File: src/rtl/ring_pkg.sv
package ring_pkg;

    typedef enum logic [1:0] {
        ST_IDLE,
        ST_FETCH,
        ST_PRESENT
    } cons_state_t;

    // Byte reversal between numeric value and big-endian lane order.
    function automatic logic [31:0] swap_bytes(input logic [31:0] w);
        return {w[7:0], w[15:8], w[23:16], w[31:24]};
    endfunction

endpackage

File: src/rtl/ring_doorbell.sv
module ring_doorbell
    import ring_pkg::*;
#(
    parameter int unsigned RING_LOG2   = 4,
    parameter logic [31:0] START_COUNT = 32'h0
) (
    input  logic        clk,
    input  logic        rst_n,
    input  logic        db_wr,
    input  logic [31:0] db_value_be,
    input  logic [31:0] tail,
    output logic [31:0] head,
    output logic        db_err
);
    localparam logic [31:0] RING_SIZE = 32'(1) << RING_LOG2;

    logic [31:0] req_value;
    logic [31:0] req_dist;
    logic        req_bad;

    always_comb begin
        req_value = swap_bytes(db_value_be);
        req_dist  = req_value - tail;   // modulo 2^32
        req_bad   = (req_dist > RING_SIZE);
    end

    always_ff @(posedge clk) begin
        if (!rst_n) begin
            head   <= START_COUNT;
            db_err <= 1'b0;
        end else begin
            db_err <= db_wr && req_bad;
            if (db_wr && !req_bad) begin
                head <= req_value;
            end
        end
    end

    // a rejected doorbell leaves the producer count untouched
    p_head_kept_r8: assert property (@(posedge clk) disable iff (!rst_n)
        (db_wr && req_bad) |=> $stable(head));

    // an error pulse only follows a doorbell write
    p_err_after_write_r8: assert property (@(posedge clk) disable iff (!rst_n)
        db_err |-> $past(db_wr));

endmodule

File: src/rtl/ring_fetch_fsm.sv
module ring_fetch_fsm
    import ring_pkg::*;
#(
    parameter int unsigned RING_LOG2   = 4,
    parameter int unsigned DESC_W      = 64,
    parameter logic [31:0] START_COUNT = 32'h0
) (
    input  logic                 clk,
    input  logic                 rst_n,
    input  logic [31:0]          head,
    output logic [31:0]          tail,
    output logic                 rd_en,
    output logic [RING_LOG2-1:0] rd_slot,
    input  logic [DESC_W-1:0]    rd_data,
    output logic                 out_valid,
    input  logic                 out_ready,
    output logic [DESC_W-1:0]    out_desc,
    output logic [RING_LOG2-1:0] out_slot
);
    cons_state_t state, state_nx;
    logic        work_pending;

    assign work_pending = (head != tail);

    // state register
    always_ff @(posedge clk) begin
        if (!rst_n) state <= ST_IDLE;
        else        state <= state_nx;
    end

    // transitions
    always_comb begin
        state_nx = state;
        unique case (state)
            ST_IDLE:    if (work_pending) state_nx = ST_FETCH;
            ST_FETCH:   state_nx = ST_PRESENT;
            ST_PRESENT: if (out_ready) state_nx = ST_IDLE;
            default:    state_nx = ST_IDLE;
        endcase
    end

    // combinational outputs
    always_comb begin
        rd_en     = (state == ST_IDLE) && work_pending;
        rd_slot   = tail[RING_LOG2-1:0];
        out_valid = (state == ST_PRESENT);
    end

    // registered outputs and consumed count
    always_ff @(posedge clk) begin
        if (!rst_n) begin
            tail     <= START_COUNT;
            out_desc <= '0;
            out_slot <= '0;
        end else begin
            unique case (state)
                ST_FETCH: begin
                    out_desc <= rd_data;
                    out_slot <= tail[RING_LOG2-1:0];
                end
                ST_PRESENT: if (out_ready) tail <= tail + 32'd1;
                default: ;
            endcase
        end
    end

    // a stalled descriptor is held unchanged
    p_hold_stall_r5: assert property (@(posedge clk) disable iff (!rst_n)
        (out_valid && !out_ready) |=> (out_valid && $stable(out_desc) && $stable(out_slot)));

    // the consumed count moves only on an accepted descriptor
    p_tail_quiet_r6: assert property (@(posedge clk) disable iff (!rst_n)
        !(out_valid && out_ready) |=> $stable(tail));

    // an accepted descriptor advances the count by one
    p_tail_step_r6: assert property (@(posedge clk) disable iff (!rst_n)
        (out_valid && out_ready) |=> (tail == $past(tail) + 32'd1));

endmodule

File: src/rtl/desc_ring_consumer.sv
module desc_ring_consumer
    import ring_pkg::*;
#(
    parameter int unsigned RING_LOG2   = 4,
    parameter int unsigned DESC_W      = 64,
    parameter bit          IS_RX       = 1'b1,
    parameter logic [31:0] START_COUNT = 32'h0
) (
    input  logic                 clk,
    input  logic                 rst_n,
    input  logic                 db_wr,
    input  logic [31:0]          db_value_be,
    output logic                 db_err,
    output logic                 mem_rd_en,
    output logic [RING_LOG2-1:0] mem_rd_slot,
    input  logic [DESC_W-1:0]    mem_rd_data,
    output logic                 out_valid,
    input  logic                 out_ready,
    output logic [DESC_W-1:0]    out_desc,
    output logic [RING_LOG2-1:0] out_slot,
    output logic [RING_LOG2-1:0] out_data_slot,
    output logic [31:0]          consumed_be
);
    localparam logic [31:0] RING_SIZE = 32'(1) << RING_LOG2;

    logic [31:0] head;
    logic [31:0] tail;

    ring_doorbell #(
        .RING_LOG2  (RING_LOG2),
        .START_COUNT(START_COUNT)
    ) u_bell (
        .clk        (clk),
        .rst_n      (rst_n),
        .db_wr      (db_wr),
        .db_value_be(db_value_be),
        .tail       (tail),
        .head       (head),
        .db_err     (db_err)
    );

    ring_fetch_fsm #(
        .RING_LOG2  (RING_LOG2),
        .DESC_W     (DESC_W),
        .START_COUNT(START_COUNT)
    ) u_fsm (
        .clk      (clk),
        .rst_n    (rst_n),
        .head     (head),
        .tail     (tail),
        .rd_en    (mem_rd_en),
        .rd_slot  (mem_rd_slot),
        .rd_data  (mem_rd_data),
        .out_valid(out_valid),
        .out_ready(out_ready),
        .out_desc (out_desc),
        .out_slot (out_slot)
    );

    assign consumed_be = swap_bytes(tail);

    generate
        if (IS_RX) begin : g_rx
            assign out_data_slot = out_slot;
        end else begin : g_tx
            assign out_data_slot = '0;
        end
    endgenerate

    // producer is never more than one ring ahead of the consumer
    p_pending_bound_r3: assert property (@(posedge clk) disable iff (!rst_n)
        (head - tail) <= RING_SIZE);

endmodule

File: config.mk
export PLATFORM = sky130hd
export DESIGN_NAME = desc_ring_consumer
export DESIGN_NICKNAME = d
export VERILOG_FILES = /design/src/rtl/ring_pkg.sv /design/src/rtl/ring_doorbell.sv /design/src/rtl/ring_fetch_fsm.sv /design/src/rtl/desc_ring_consumer.sv
export SDC_FILE = /design/constraint.sdc
export NUM_CORES = 1
export LEC_CHECK = 0
export ABC_CLOCK_PERIOD_IN_PS = 15800
export CAP_MARGIN = 20
export CORE_UTILIZATION = 50
export CTS_BUF_LIST = sky130_fd_sc_hd__clkbuf_4
export DETAILED_ROUTE_END_ITERATION = 10
export PLACE_DENSITY = 0.86
export SKIP_LAST_GASP = 1
export SLEW_MARGIN = 0
export SYNTH_ARGS = -nofsm -noshare
export SYNTH_HDL_FRONTEND = slang
export SYNTH_SLANG_ARGS = --single-unit
File: constraint.sdc
create_clock -name clk -period 15.8 [get_ports clk]
set_clock_uncertainty 0.15 [all_clocks]
set_input_delay 3.95 -clock clk [delete_from_list [all_inputs] [get_ports clk]]
set_output_delay 3.95 -clock clk [all_outputs]
set_load 0.01 [all_outputs]
---- Yosys cells after proc, flatten, opt, wreduce, memory -nomap -nowiden ----
Cells that the tools add are included.
cells by class
  reductions and logical operators ........ 7
  bitwise logic cells ..................... 0
  equality and inequality tests ........... 5
  $mul .................................... 0
  div/mod/pow operators ................... 0
  order comparisons ....................... 1
  add/subtract/negate cells ............... 2
  shifts and indexed selects .............. 0
  mux-type cells .......................... 3
operator list
  kind                                                                               number
  32-bit by 1-bit adder with 32-bit output (second input constant)                   1
  32-bit by 5-bit greater-than comparator with 1-bit output (second input constant)  1
  32-bit != test                                                                     1
  32-bit subtractor                                                                  1
  2-bit one-hot mux with 3 select lines                                              1
  2-bit 2-to-1 mux                                                                   2
  2-bit by 1-bit != test with 1-bit output (second input constant)                   2
  2-bit AND reduction                                                                2
  1-bit logical AND                                                                  3
  2-bit by 1-bit equality test with 1-bit output (second input constant)             1
  2-bit equality test (second input constant)                                        1
  2-bit zero test                                                                    1
  1-bit zero test                                                                    1
word-level totals
  memories kept ........................... 0
  register bits after elaboration ......... 135
  ROM bits ................................ 0
  input port bits ......................... 100
  memory bits (writable) .................. 0
  latch bits .............................. 0
  output and inout bits ................... 111

---- Depth between registers and ports, before layout ----
Gate-level depths: netlist of the first run.
  depth in word-level cells ............... 4
  mapped depth ............................ 14
  depth with buffers taken out ............ 13

---- Hierarchy ----
A second synthesis of the first run with hierarchy kept.
second synthesis, totals
  cells, all modules ...................... 1015
  area total of the unflattened synthesis .. 7832.5 µm²
modules (own cells, without submodules)
  module              times used  cells an instance  seq. area each (µm²)  area each (µm²)
  ring_fetch_fsm      1           544                2042.0                4404.2
  ring_doorbell       1           467                660.6                 3398.3
  desc_ring_consumer  1           4                  0.0                   30.0

---- Least setup slack after synthesis of the first run ----
No wires, ideal clock.
  path type ............................... input -> register
  start ................................... in db_value_be[24]
  end ..................................... reg u_bell.head[10]
  required time ........................... 15.578 ns
  arrival time ............................ 7.563 ns
  buffers on the path ..................... 1
  stages on the path ...................... 14
  setup time .............................. 0.072 ns
  setup slack ............................. 8.015 ns
  path through ............................ inv_1 -> ha_1 -> inv_1 -> fa_1 -> a21o_2 -> a221o_2 -> xnor2_2 -> o221ai_1 -> or4b_1 -> or4_1 -> or4_4 -> nor4_4 -> buf_6 -> mux2i_1
on the way
  longest elaborated chain between the ends .. 4
ends and longest elaborated chain
  what                                                       RTL line                  text
  start: declaration                                         desc_ring_consumer.sv:12  input logic [31:0] db_value_be,
  32-bit subtractor                                          ring_doorbell.sv:23       req_dist = req_value - tail;
  32-bit by 5-bit greater-than comparator with 1-bit output  ring_doorbell.sv:24       req_bad = (req_dist > RING_SIZE);
  1-bit zero test                                            ring_doorbell.sv:33       if (db_wr && !req_bad) begin
  1-bit logical AND                                          ring_doorbell.sv:33
  end signal: assignment                                     ring_doorbell.sv:34       head <= req_value;
  end: declaration                                           ring_doorbell.sv:12       output logic [31:0] head,
No other way between the ends.
A chain may end at the register's enable or synchronous reset.

---- Worst setup path after layout of the first run ----
  start ................................... in db_value_be[24]
  end ..................................... reg u_bell.head[19]
Same word-level chain as after synthesis.

==> metrics.md, run 1 <==
| Metric | Value |
|---|---|
| I/O Pins | 211 |
| Core area | 15830 sq um |
| Initial antenna violation count | 1 |
| Worst EP required | 16.09 ns |
| GP Congestion | 0.9818 |
| Number of global-route vias before repair | 7288 |
| Synthesized Nets | 1141 |
| Worst Hold Path Cells | 2 |
| WL per Instance | 17.32 um |
| Reg clk slew, reported paths | 0.11 ns |
| Leakage | 3.497 nW |
| TritonRoute pass-1 iters | 8 |
| Hold wc startpoint | u_fsm.out_desc[15] |
| Wire length of the first global-routing pass | 37520 um |
| Post-CTS Hold Buffers | 0 |
| Num Clock Sinks | 135 |
| # setup viols final | 0 |
| Period utilization | 51.32% |
| CP Buf/Inv Count | 4 |
| Final Max Slew Viols | 0 |
| Max H-tree Level | 4 |
| Final total negative setup slack | 0 ns |
| Grt ovf | 0 |
| Synthesized area | 8074 sq um |
| Peak VDD IR | 0.00003978 V |
| Worst skew pair latency | 0.53 ns |
| Final #Nets | 1312 |
| Post-route ant nets | 0 |
| RSZ-0062 raised after global routing | no |
| Synth Instances | 1008 |
| FMAX | 0.1233 GHz |
| Worst Setup Start Kind | input pin |
| Multi-input gate area | 4848 sq um |
| IO Port Bufs | 210 |
| Setup Fix Bufs, Post-CTS | 0 |
| Initial core utilization | 51.01% |
| Layout cells sized above 1 | 4.698% |
| Inst Count DP | 1376 |
| Largest cells by area after synthesis | dfxtp_1 (33%), nand2_1 (12%), xnor2_1 (7.6%) |
| DRT iter0 DRCs | 535 |
| Setup CP Type | input pin to flip-flop |
| Capturing point of the worst reg2reg path | u_bell.head[19] |
| CP Depth | 15 |
| Slowest cell delay on critical path | 0.50 ns |
| Post-synth top cells | nand2_1 (248), dfxtp_1 (135), a21boi_0 (73) |
| Non-filler cells, final | 1409 |
| Top FF cell, synth | dfxtp_1 |
| Pin count of the biggest net entering global routing | 101 |
| Status | completed |
| Die X | 129.1 um |
| PwrDens | 66.11 nW/um^2 |
| Final Hold Violating Endpoints | 0 |
| Average cell area after synthesis | 8.010 sq um |
| Register area share after synthesis | 33.47% |
| FF-to-FF setup slack | 10.95 ns |
| Area grow syn2layout | 29.27% |
| Synthesized flop and latch total | 135 |
| Clk buf depth | 2 |
| Place WS | 7.193 ns |
| R2r startpoint | u_fsm.tail[0] |
| Reg2Reg Depth | 13 |
| Crit path max-delay family | simple AND/OR/NAND/NOR gates |
| CP most frequent cell | inv_1 |
| Final Cell Area | 10440 sq um |
| Setup ws final | 7.692 ns |
| Slowest CP cell | or4b_1 |
| FP Rows | 46 |
| Relative slew slack | 40.65% |
| DP Wirelength | 18630 um |
| Cell with the most instances after synthesis | nand2_1 |
| TritonCTS Buffers | 17 |
| Layout fillers | 1332 |
| Largest area contributor in the netlist | dfxtp_1 |
| Total track usage | 29.04% |
| Yosys top cell area share | 33.47% |
| Die Ht | 129.1 um |
| CTS tree | yes |
| Worst hold margin | 0.3176 ns |
| Total number of vias | 7776 |
| Hold EP | u_fsm.out_desc[15] |
| Tightest Hold Check Type | flip-flop to flip-flop |
| Die ar. | 16660 sq um |
| Worst Tran Pin Value | 0.8821 ns |
| Crit path max fanout | 32 |
| Storage cell area | 2703 sq um |
| Synth warnings | 0 |
| Netlist cell types | 74 |
| Clk root buf | clkbuf_4 |
| Post-synth EDFFs | 0 |
| Max cap viols | 0 |
| Crit-path cells | clkdlybuf4s50_1 -> inv_1 -> ha_1 -> inv_1 -> fa_1 -> a21o_2 -> a221o_2 -> xnor2_2 -> o221ai_1 -> or4b_1 -> or4_1 -> or4_4 -> nor4_4 -> buf_4 -> mux2i_1 |
| Setup crit end kind | flip-flop |
| Area after DPL | 10110 sq um |
| CP Data Arrival Time | 8.39 ns |
| Post-synth ARST share | 0% |
| DRC viols | 0 |
| Tmin final | 8.108 ns |
| Final wirelength | 24400 um |
| Via/cell ratio | 5.519 |
| CTS resizes | 0 |
==> worst max path at each step <==
stage | startpoint | end | slack [ns]
2_1_floorplan | db_value_be[24] | u_bell.head[10] | 8.02
3_3_place_gp | db_value_be[24] | u_bell.head[25] | 7.26
3_5_place_dp | db_value_be[24] | u_bell.head[28] | 7.19
4_1_cts | db_value_be[24] | u_bell.head[19] | 7.75
5_1_grt | db_value_be[24] | u_bell.head[19] | 7.48
6_report | db_value_be[24] | u_bell.head[19] | 7.69
==> routing by layer <==
metal | global-route usage [%] | share of wire, % | up-vias
met5 | 0 | 0 | -
met4 | 14.53 | 4.0 | 0
met3 | 5.698 | 7.6 | 60
met2 | 49.70 | 48 | 337
met1 | 34.82 | 40 | 3586
li1 | - | - | 3793
==> registers in the layout, indices dropped and copies added, names as in the netlist <==
register / cells
u_fsm.out_slot: 4
u_fsm.tail: 32
u_bell.head: 32
u_fsm.out_desc: 64
u_fsm.state: 2
u_bell.db_err: 1
==> area by class of cell <==
| cell class | instances | area share (%) |
|---|---|---|
| Multi-Input combinational cell | 769 | 46.45 |
| Inverter | 41 | 1.474 |
| Antenna cell | 1 | 0.02398 |
| Clock inverter | 13 | 1.726 |
| Timing Repair Buffer | 215 | 20.47 |
| Sequential cell | 135 | 25.89 |
| Tap cell | 216 | 2.589 |
| Clock buffer | 19 | 1.367 |
==> tightest hold or removal path, cell delays in order, from the launching register on <==
cell and delay [ns]:
dfxtp_1 0.32, nand2_1 0.04, a21boi_0 0.06
==> power by group <==
group          internal (mW)  switching [mW]
Clock                  0.128           0.126
Sequential             0.340       0.0000270
Combinational         0.0468          0.0489
==> placed cells by master (no fill, tap or decap), drive strengths merged, types with 4 or more instances in the layout <==
| cell | count |
|---|---|
| and2 | 33 |
| xor2 | 5 |
| o21a | 9 |
| bufinv | 4 |
| buf | 6 |
| dfxtp | 135 |
| nor4 | 10 |
| nor2b | 8 |
| o21ai | 19 |
| and4 | 4 |
| o31ai | 4 |
| ha | 32 |
| clkbuf | 19 |
| o221ai | 5 |
| o21bai | 4 |
| nand4 | 25 |
| a21oi | 37 |
| nand2 | 248 |
| mux2i | 33 |
| clkinv | 8 |
| clkdlybuf4s50 | 209 |
| or3 | 6 |
| a21boi | 73 |
| inv | 41 |
| a31oi | 6 |
| xnor2 | 71 |
| a211oi | 6 |
| nor3b | 4 |
| nor3 | 16 |
| and3 | 4 |
| nand3 | 15 |
| o211ai | 4 |
| a21o | 10 |
| nor2 | 33 |
==> cells by family after synthesis <==
group           count (synthesis)  synth area share (%)
fa+ha+maj                      33                 5.207
simple gates                  422                 24.25
buf+inv                       104                 6.602
xor+xnor                       76                 8.337
mux                            35                 4.370
flops                         135                 33.47
compound gates                203                 17.76
==> stage by stage <==
stage          power (mW)  util [%]
2_1_floorplan      0.4021         -
3_3_place_gp       0.4422     63.89
3_5_place_dp       0.4416     63.89
4_1_cts            0.6942     65.93
5_1_grt            0.7183     65.94
6_report           0.6900     65.94
Power figures use the tool's default switching activity.
==> inputs of run 2 (changes only) <==
- ABC_CLOCK_PERIOD_IN_PS: 15800 -> 7800
- clock period: 15.8 -> 7.8 ns (I/O delays scaled with it)
==> run 2 against run 1 <==
Net effect:
- clock power increased by 82%
- sequential share of layout area rose by 0.087 points
- core utilization is 0.22 points lower
- total power grew 95%
- via count grew 0.35%
- cell area fell by 0.34%
- hold slack improved by 0.0020 ns
- die area unchanged
- critical path type unchanged
- critical endpoint unchanged
==> metrics.md, run 2 (synthesis gave the netlist of run 1 again) <==
| Metric | Value |
|---|---|
| Status | completed |
| CP Data Arrival Time | 6.39 ns (-2.00 ns) |
| Clk root buf | clkbuf_4 |
| DRC viols | 0 (unchanged) |
| Worst Tran Pin Value | 0.8371 ns (-0.04499 ns) |
| Post-CTS Hold Buffers | 0 (unchanged) |
| Initial antenna violation count | 1 (unchanged) |
| Crit-path cells | clkdlybuf4s50_1 -> inv_1 -> ha_1 -> inv_1 -> fa_1 -> a21o_2 -> a221o_2 -> xnor2_2 -> o221ai_1 -> or4b_1 -> or4_1 -> or4_4 -> nor4_4 -> buf_4 -> mux2i_1 |
| Post-route ant nets | 0 (unchanged) |
| I/O Pins | 211 (unchanged) |
| Setup Fix Bufs, Post-CTS | 0 (unchanged) |
| Grt ovf | 0 (unchanged) |
| Leakage | 3.459 nW (-1.1%) |
| Die ar. | 16660 sq um (unchanged) |
| FP Rows | 46 (unchanged) |
| Clk buf depth | 2 (unchanged) |
| Most common cell after layout, fill and taps aside | nand2_1 |
| Die X | 129.1 um (unchanged) |
| Core area | 15830 sq um (unchanged) |
| TritonRoute pass-1 iters | 5 (-3) |
| GP Congestion | 0.9972 (+1.6%) |
| PwrDens | 129.4 nW/um^2 (+96%) |
| Setup CP Type | input pin to flip-flop |
| CTS resizes | 0 (unchanged) |
| Via/cell ratio | 5.538 (+0.35%) |
| Slowest cell delay on critical path | 0.50 ns (about the same) |
| Worst Hold Path Cells | 2 (unchanged) |
| Final #Nets | 1312 (unchanged) |
| Total number of vias | 7803 (+0.35%) |
| Area after DPL | 10110 sq um (unchanged) |
| CP most frequent cell | inv_1 |
| Period utilization | 78.04% |
| Top flop regs | u_fsm.out_desc (64), u_bell.head (32), u_fsm.tail (32) |
| IO Port Bufs | 210 (unchanged) |
| M3 GR Usage | 6.235% (+0.54 points) |
| Num Clock Sinks | 135 (unchanged) |
| # setup viols final | 0 (unchanged) |
| Slowest CP cell | or4b_1 |
| Tightest Hold Check Type | flip-flop to flip-flop |
| Worst Setup Start Kind | input pin |
| WL per Instance | 17.08 um (-1.4%) |
| TritonCTS Buffers | 17 (unchanged) |
| Layout cells sized above 1 | 4.866% (+0.17 points) |
| Setup crit end kind | flip-flop |
| Max reg flops | 64 (unchanged) |
| Area grow syn2layout | 28.84% |
| FMAX | 0.1643 GHz |
| Total track usage | 28.28% (-0.76 points) |
| RSZ-0062 raised after global routing | no |
| DRT iter0 DRCs | 546 (+2.1%) |
| Pin count of the biggest net entering global routing | 89 (-12%) |
| Most frequent cells in the layout | nand2_1 (248), clkdlybuf4s50_1 (209), dfxtp_1 (135), a21boi_0 (73), xnor2_1 (70) |
| Global Route met2 Usage | 47.98% (-1.7 points) |
| Reg clk slew, reported paths | 0.11 ns (about the same) |
| Number of global-route vias before repair | 7094 (-2.7%) |
| Worst EP required | 8.10 ns (-7.99 ns) |
| Tmin final | 6.087 ns |
| Worst skew pair latency | 0.53 ns (about the same) |
| CTS tree | yes |
| Max H-tree Level | 4 (unchanged) |
| Max cap viols | 0 (unchanged) |
| Crit path max fanout | 32 (unchanged) |
| Reg2Reg Depth | 13 (unchanged) |
| DP Wirelength | 18430 um (-1.1%) |
| Final total negative setup slack | 0 ns (unchanged) |
| Relative slew slack | 43.68% (+3.0 points) |
| Final Hold Violating Endpoints | 0 (unchanged) |
| Most flops, register | u_fsm.out_desc |
| Peak VDD IR | 0.00006397 V (+61%) |
| Wire length of the first global-routing pass | 36370 um (-3.1%) |
| Final wirelength | 24070 um (-1.4%) |
| GR peak layer | met2 |
| Die Ht | 129.1 um (unchanged) |
| Initial core utilization | 51.01% (unchanged) |
| Final Cell Area | 10400 sq um (-0.34%) |
| Met1 Resource Use GR | 33.92% (-0.89 points) |
| Final Max Slew Viols | 0 (unchanged) |
-- run 2: cell count changes in the layout (fill, tap and decap cells not counted), sizes merged --
| cell | before | now |
|---|---|---|
| clkbuf | 19 | 18 |
| inv | 41 | 43 |
| clkinv | 8 | 3 |
| bufinv | 4 | 2 |
| clkinvlp | 1 | 7 |
-- run 2: critical path: cells and delay by family --
| kind | cells | cell delay [ns] |
|---|---|---|
| AND/OR/NAND/NOR | 4 | 1.64 |
| buffers and inverters | 4 | 1.06 |
| AO/OA/AOI/OAI | 3 | 0.79 |
| adder cells (fa/ha/maj) | 2 | 0.55 |
| multiplexers | 1 | 0.25 |
| XOR/XNOR | 1 | 0.14 |
-- run 2: layout make-up --
type	instances	area [sq um]
sequential	135	2703
tap	216	270.3
clock buffer	18	135.1
fill	1306	5425
inverter	41	153.9
timing repair buffer	215	2137
clock inverter	14	152.6
antenna	1	2.502
multi-input combinational	769	4848
-- run 2: per-layer routing --
layer	share of wire, %	vias to the layer above
li1	-	3791
met1	41	3639
met2	48	313
met3	7.1	60
met4	3.9	0
met5	0	-
-- run 2: per-stage QoR --
step | std cells | worst slack [ns] | power, mW | hold slack [ns] | util [%]
floorplan | 1008 | 2.015 | 0.8144 | 0.2973 | -
global placement | 1376 | 1.262 | 0.8946 | 0.3017 | 63.89
detailed placement | 1376 | 1.168 | 0.8937 | 0.3086 | 63.89
CTS | 1408 | 1.756 | 1.355 | 0.3246 | 65.71
global route | 1409 | 1.542 | 1.397 | 0.3439 | 65.72
finish | 1409 | 1.713 | 1.346 | 0.3196 | 65.72
-- run 2: worst paths after layout --
path,from,to,slack [ns]
max,db_value_be[24],u_bell.head[19],1.71
min reg2reg,u_fsm.out_desc[57],u_fsm.out_desc[57],0.32
max reg2reg,u_fsm.tail[0],u_bell.head[19],2.99
min,u_fsm.out_desc[57],u_fsm.out_desc[57],0.32
-- run 2: report_power, final --
| group | internal [mW] | switching, mW | leakage [nW] |
|---|---|---|---|
| Combinational | 0.0948 | 0.0986 | 2.24 |
| Clock | 0.195 | 0.268 | 0.133 |
| Sequential | 0.689 | 0.000263 | 1.09 |
| Total | 0.979 | 0.367 | 3.46 |
